==> config.mk <==
export PLATFORM = sky130hd
export DESIGN_NAME = smas_unit
export DESIGN_NICKNAME = d
export VERILOG_FILES = /design/src/rtl/smas_pkg.sv /design/src/rtl/smas_control.sv /design/src/rtl/smas_datapath.sv /design/src/rtl/smas_unit.sv
export SDC_FILE = /design/constraint.sdc
export NUM_CORES = 1
export LEC_CHECK = 0
export BUFFER_PORTS_ARGS = -buffer_cell sky130_fd_sc_hd__buf_2
export CAP_MARGIN = 15
export CORE_MARGIN = 2
export CORE_UTILIZATION = 40
export DETAILED_ROUTE_END_ITERATION = 16
export PLACE_DENSITY_LB_ADDON = 0.05
export SYNTH_ARGS = -nofsm -noshare
export SYNTH_HDL_FRONTEND = slang
export SYNTH_HIERARCHICAL = 1
export SYNTH_SLANG_ARGS = --single-unit
==> constraint.sdc <==
create_clock -name vclk -period 4.33
set_clock_uncertainty 0.2 [all_clocks]
set_input_delay 0.2165 -clock vclk [all_inputs]
set_output_delay 0.2165 -clock vclk [all_outputs]
set_load 0.01 [all_outputs]
==> src/rtl/smas_pkg.sv <==
package smas_pkg;
  typedef struct packed {
    logic doSub;    // magnitudes are subtracted
    logic swap;     // B magnitude is the larger, subtract A from B
    logic signRaw;  // sign before canonical-zero forcing
  } smas_ctrl_t;
endpackage

==> src/rtl/smas_control.sv <==
module smas_control
  import smas_pkg::*;
(
  input  logic       signA,
  input  logic       signB,
  input  logic       subMode,
  input  logic       aGeB,
  output smas_ctrl_t ctrl
);
  logic signBEff;

  always_comb begin
    signBEff = signB ^ subMode;
    ctrl.doSub = signA ^ signBEff;
    ctrl.swap = ctrl.doSub & ~aGeB;
    ctrl.signRaw = ctrl.swap ? signBEff : signA;
  end
endmodule

==> src/rtl/smas_datapath.sv <==
module smas_datapath
  import smas_pkg::*;
#(
  parameter int N = 8
) (
  input  logic [N-2:0] magA,
  input  logic [N-2:0] magB,
  input  smas_ctrl_t   ctrl,
  output logic         aGeB,
  output logic [N-1:0] result,
  output logic         overflow,
  output logic         zero
);
  localparam int M = N - 1;

  logic [M:0]   sumWide;
  logic [M-1:0] bigMag;
  logic [M-1:0] smallMag;
  logic [M-1:0] diffMag;
  logic [M-1:0] magOut;
  logic         carryOut;
  logic         magIsZero;

  always_comb begin
    aGeB = (magA >= magB);
    sumWide = {1'b0, magA} + {1'b0, magB};
    carryOut = sumWide[M];
    bigMag = ctrl.swap ? magB : magA;
    smallMag = ctrl.swap ? magA : magB;
    diffMag = bigMag - smallMag;
    magOut = ctrl.doSub ? diffMag : sumWide[M-1:0];
    overflow = ~ctrl.doSub & carryOut;
    magIsZero = (magOut == '0);
    zero = magIsZero & ~overflow;
    result = {ctrl.signRaw & ~zero, magOut};
  end
endmodule

==> src/rtl/smas_unit.sv <==
module smas_unit
  import smas_pkg::*;
#(
  parameter int N = 8
) (
  input  logic [N-1:0] opA,
  input  logic [N-1:0] opB,
  input  logic         subMode,
  output logic [N-1:0] result,
  output logic         overflow,
  output logic         zero
);
  smas_ctrl_t ctrl;
  logic       aGeB;

  smas_control u_control (
    .signA  (opA[N-1]),
    .signB  (opB[N-1]),
    .subMode(subMode),
    .aGeB   (aGeB),
    .ctrl   (ctrl)
  );

  smas_datapath #(.N(N)) u_datapath (
    .magA    (opA[N-2:0]),
    .magB    (opB[N-2:0]),
    .ctrl    (ctrl),
    .aGeB    (aGeB),
    .result  (result),
    .overflow(overflow),
    .zero    (zero)
  );
endmodule

; Word level (Yosys, flattened, before mapping)
; Cells that the tools add are included.
[classes]
n_addsub = 2
n_lt_le_gt_ge = 1
mux = 4
bitwise_logic = 10
n_reduce_logical = 1
[op_table]
columns = op, count
row1 = $mux W7, 3
row2 = $add A7 B7 Y8, 1
row3 = $ge A7 B7 Y1, 1
row4 = $logic_not A7 Y1, 1
row5 = $sub A7 B7 Y7, 1
row6 = $and A1 B1 Y1, 4
row7 = $not A1 Y1, 4
row8 = $xor A1 B1 Y1, 2
row9 = $mux W1, 1
[totals]
regBits = 0
in_bits = 17
output_inout_bits = 10
elab_cells = 18

; Logic depth before layout (Yosys ltp)
[depth]
word_depth = 10
ltp_mapped = 21

; Cells and area by module
; The synthesis kept the hierarchy.
[modules_own_cells]
columns = module, n_inst, cells_each, area_each_um2
row1 = smas_datapath, 1, 119, 867.1
row2 = smas_control, 1, 7, 63.8

; Worst setup path after synthesis
; OpenSTA, ideal clock, no wires.
[synth_path]
path_type = input-to-output
from = in opA[0]
to = out result[7]
t_arrival_ns = 3.189
t_required_ns = 3.913
slack_ns = 0.724
path_stages = 21
n_path_buf = 0
cell_sequence = inv_1 ha_1 nand2b_1 a21o_1 a21oi_1 o21bai_1 a21oi_1 o21bai_1 a21o_1 nor2b_1 mux2_4 and3b_1 a21oi_1 ha_1 inv_1 nand3_2 a211oi_1 a21oi_1 xor2_1 nor4_4 nor2b_2
[synth_lines]
columns = element, line
row1 = "start, declared", smas_unit.sv:6  ; input logic [N-1:0] opA,
row2 = "end, declared", smas_unit.sv:9  ; output logic [N-1:0] result,

==> flow_summary.yaml <==
yosys:
  synth_common_cells: "inv_1, ha_1, a21oi_1, nor3_1, nand2_1"
  synth_top_family_by_area: "simple AND/OR/NAND/NOR gates"
  synth_mux_area_share_pct: 2.69
  yosysSeqAreaShare_pct: 0
  syn_area_per_cell_um2: 7.39
  yosys.area.top_type: "ha_1"
  syn_area_um2: 931
  yosys.area_share.adder_pct: 22.3
  yosys.area_share.simple_pct: 30.4
  synth_xor_area_share_pct: 5.51
  synth_compound_area_share_pct: 29.2
  synth_top_cell_area_share_pct: 20.2
  syn-num-nets: 159
  synthTopCellsByArea: "ha_1, inv_1, a21oi_1"
  ys_warn_count: 6
  syn_inst: 126
  post-synth-top-count-cell: "inv_1"
  ys_types: 45
detailed_routing:
  drc_errors: 0
  drt_first_pass_iters: 4
  drt_iter0_markers: 17
  top_layer_used: "met4"
  wl_mm: 2.23
  routed_via_density: 5.41
  wl_met3_um: 106
  avgRoutedWirePerCell_um: 12.4
  dr_wl_met2_mm: 1.02
  met1_length_mm: 1.09
  vias: 973
  drtAntennaViolNets: 0
power_and_ir_drop:
  powerDensity_nw_per_um2: 180
  p_leak_nw: 0.540
  p_sw_mw: 0.117
  switching_share_pct: 58.6
  power_frac_comb_pct: 100.0
  p_clk_share_pct: 0
  seqPwrFrac_pct: 0
  p_int_mw: 0.0823
  vdd_ir_drop_max_v: 0.0000813
clock_tree:
  post_cts_buffers: 0
  holdBufCountCts: 0
  cts_resized: 0
cells_and_area:
  synthToLayoutAreaGrowth_pct: 18.4
  final_nets: 187
  num-fill-cells: 228
  ff_latch_area_um2: 0
  seq_cell_count: 0
  clock_buffers: 0
  antenna-diode-count: 0
  drive_gt1_share_pct: 28.9
floorplanning:
  core-area_um2: 2210
  die_w_um: 52.2
  dieHeight_um: 52.2
  die_area_um2: 2730
  ioPinCount: 27
  start_util_pct: 42.1
  num_rows: 17
sta:
  rsz0062_at_grt: "no"
  worst-slew-pin-transition_ps: 439
  period_needed_ps: 4070
  setup_tns_ps: 0
  timing.final.hold_violations: 0
  finalCritPeriodShare_pct: 94.0
  slew_violations: 0
  setup_violations: 0
  worst_slack_ps: 258
  fmax_mhz: 246
  slew_headroom_pct: 70.5
hold_path:
  holdCritStartpoint: "opB[0]"
  hold_path.class: "primary input to primary output"
critical_path:
  cp-startpoint: "opA[0]"
  cp-end-kind: "primary output"
  crit_type: "primary input to primary output"
  start_kind: "primary input"
  worstPathMaxFanout: 6
  cp.required_ps: 3910
  cp.arrival_ps: 3660
placement:
  gp_congestion: 0.797
  dpl.hpwl_mm: 1.89
  dp_slack_ps: 202
  io_buffers: 27
global_route:
  grt_overflow: 0
  antenna_found_initial: 0
  grt_pass1_vias: 860
  grt_pass1_wl_mm: 3.80
  grt_start_max_net_pins: 16
  track_usage_pct: 17.6
status:
  status: "finished clean"
flow_run:
  cap_viol_max_count: 0
stage by stage:
| step | util (%) | hold WS, ps | area, um2 | total power [mW] | std cells |
|---|---|---|---|---|---|
| final | 49.8 | 680 | 1100 | 0.199 | 180 |
| after global routing | 49.8 | 723 | 1100 | 0.222 | 180 |
| after CTS | 49.2 | 683 | 1090 | 0.195 | 178 |
| after detailed placement | 49.2 | 677 | 1090 | 0.194 | 178 |
| after global placement | 49.2 | 680 | 1090 | 0.193 | 178 |
| after floorplan | - | 410 | 931 | 0.138 | 126 |
path summary, 6_finish.rpt:
path,end,slack (ps),depth (start not counted)
max,result[7],260,23
min,result[0],680,4
critical path, stage by stage:
cell	delay (ps)
buf_2	110
inv_1	50
ha_1	290
nand2b_1	150
a21o_1	180
a21oi_1	180
o21bai_1	80
a21oi_1	150
o21bai_1	90
a21o_1	220
nor2_1	110
mux2_4	190
and3b_1	190
a21oi_1	50
ha_1	170
inv_1	80
nand3_2	80
a211oi_1	230
a21oi_1	120
xor2_1	180
nor4_4	320
nor2b_2	60
buf_2	140
layout by cell type (no fill, tap or decap), drive strengths merged, types with 2 or more instances in the layout:
cell	instances
a211oi	3
a21o	2
a21oi	9
buf	30
ha	15
inv	19
nand2	6
nand2b	5
nand3	3
nand3b	3
nor2	5
nor2b	6
nor3	9
nor4	4
o211ai	4
o21ai	5
o21bai	2
o31ai	4
xnor2	4
metal layers:
metal | global-route usage [%] | vias up
met5 | 0 | -
met4 | 0.427 | 0
met3 | 0.571 | 2
met2 | 31.0 | 32
met1 | 25.0 | 437
li1 | - | 502
area by class of cell:
class                           instances  area [um2]  share of cell area, %
Inverter                               19        71.3                   6.47
Multi-Input combinational cell        103         838                   76.0
Tap cell                               28        35.0                   3.18
Timing Repair Buffer                   30         158                   14.3
power groups by stage:
stage,Sequential [mW],Clock [mW],Combinational (mW)
6_report,0,0,0.199
5_1_grt,0,0,0.222
4_1_cts,0,0,0.195
3_5_place_dp,0,0,0.194
3_3_place_gp,0,0,0.193
2_1_floorplan,0,0,0.138
kinds of logic (layout without fill, tap and decap cells):
| kind of cell | Yosys count | count (layout) |
|---|---|---|
| AOI/OAI and AO/OA | 37 | 37 |
| xor gates and xnor gates | 5 | 5 |
| adders and majority gates | 16 | 16 |
| buffers and inverters | 23 | 49 |
| muxes | 2 | 2 |
| and+or+nand+nor | 43 | 43 |
(Power assumes the default switching activity.)
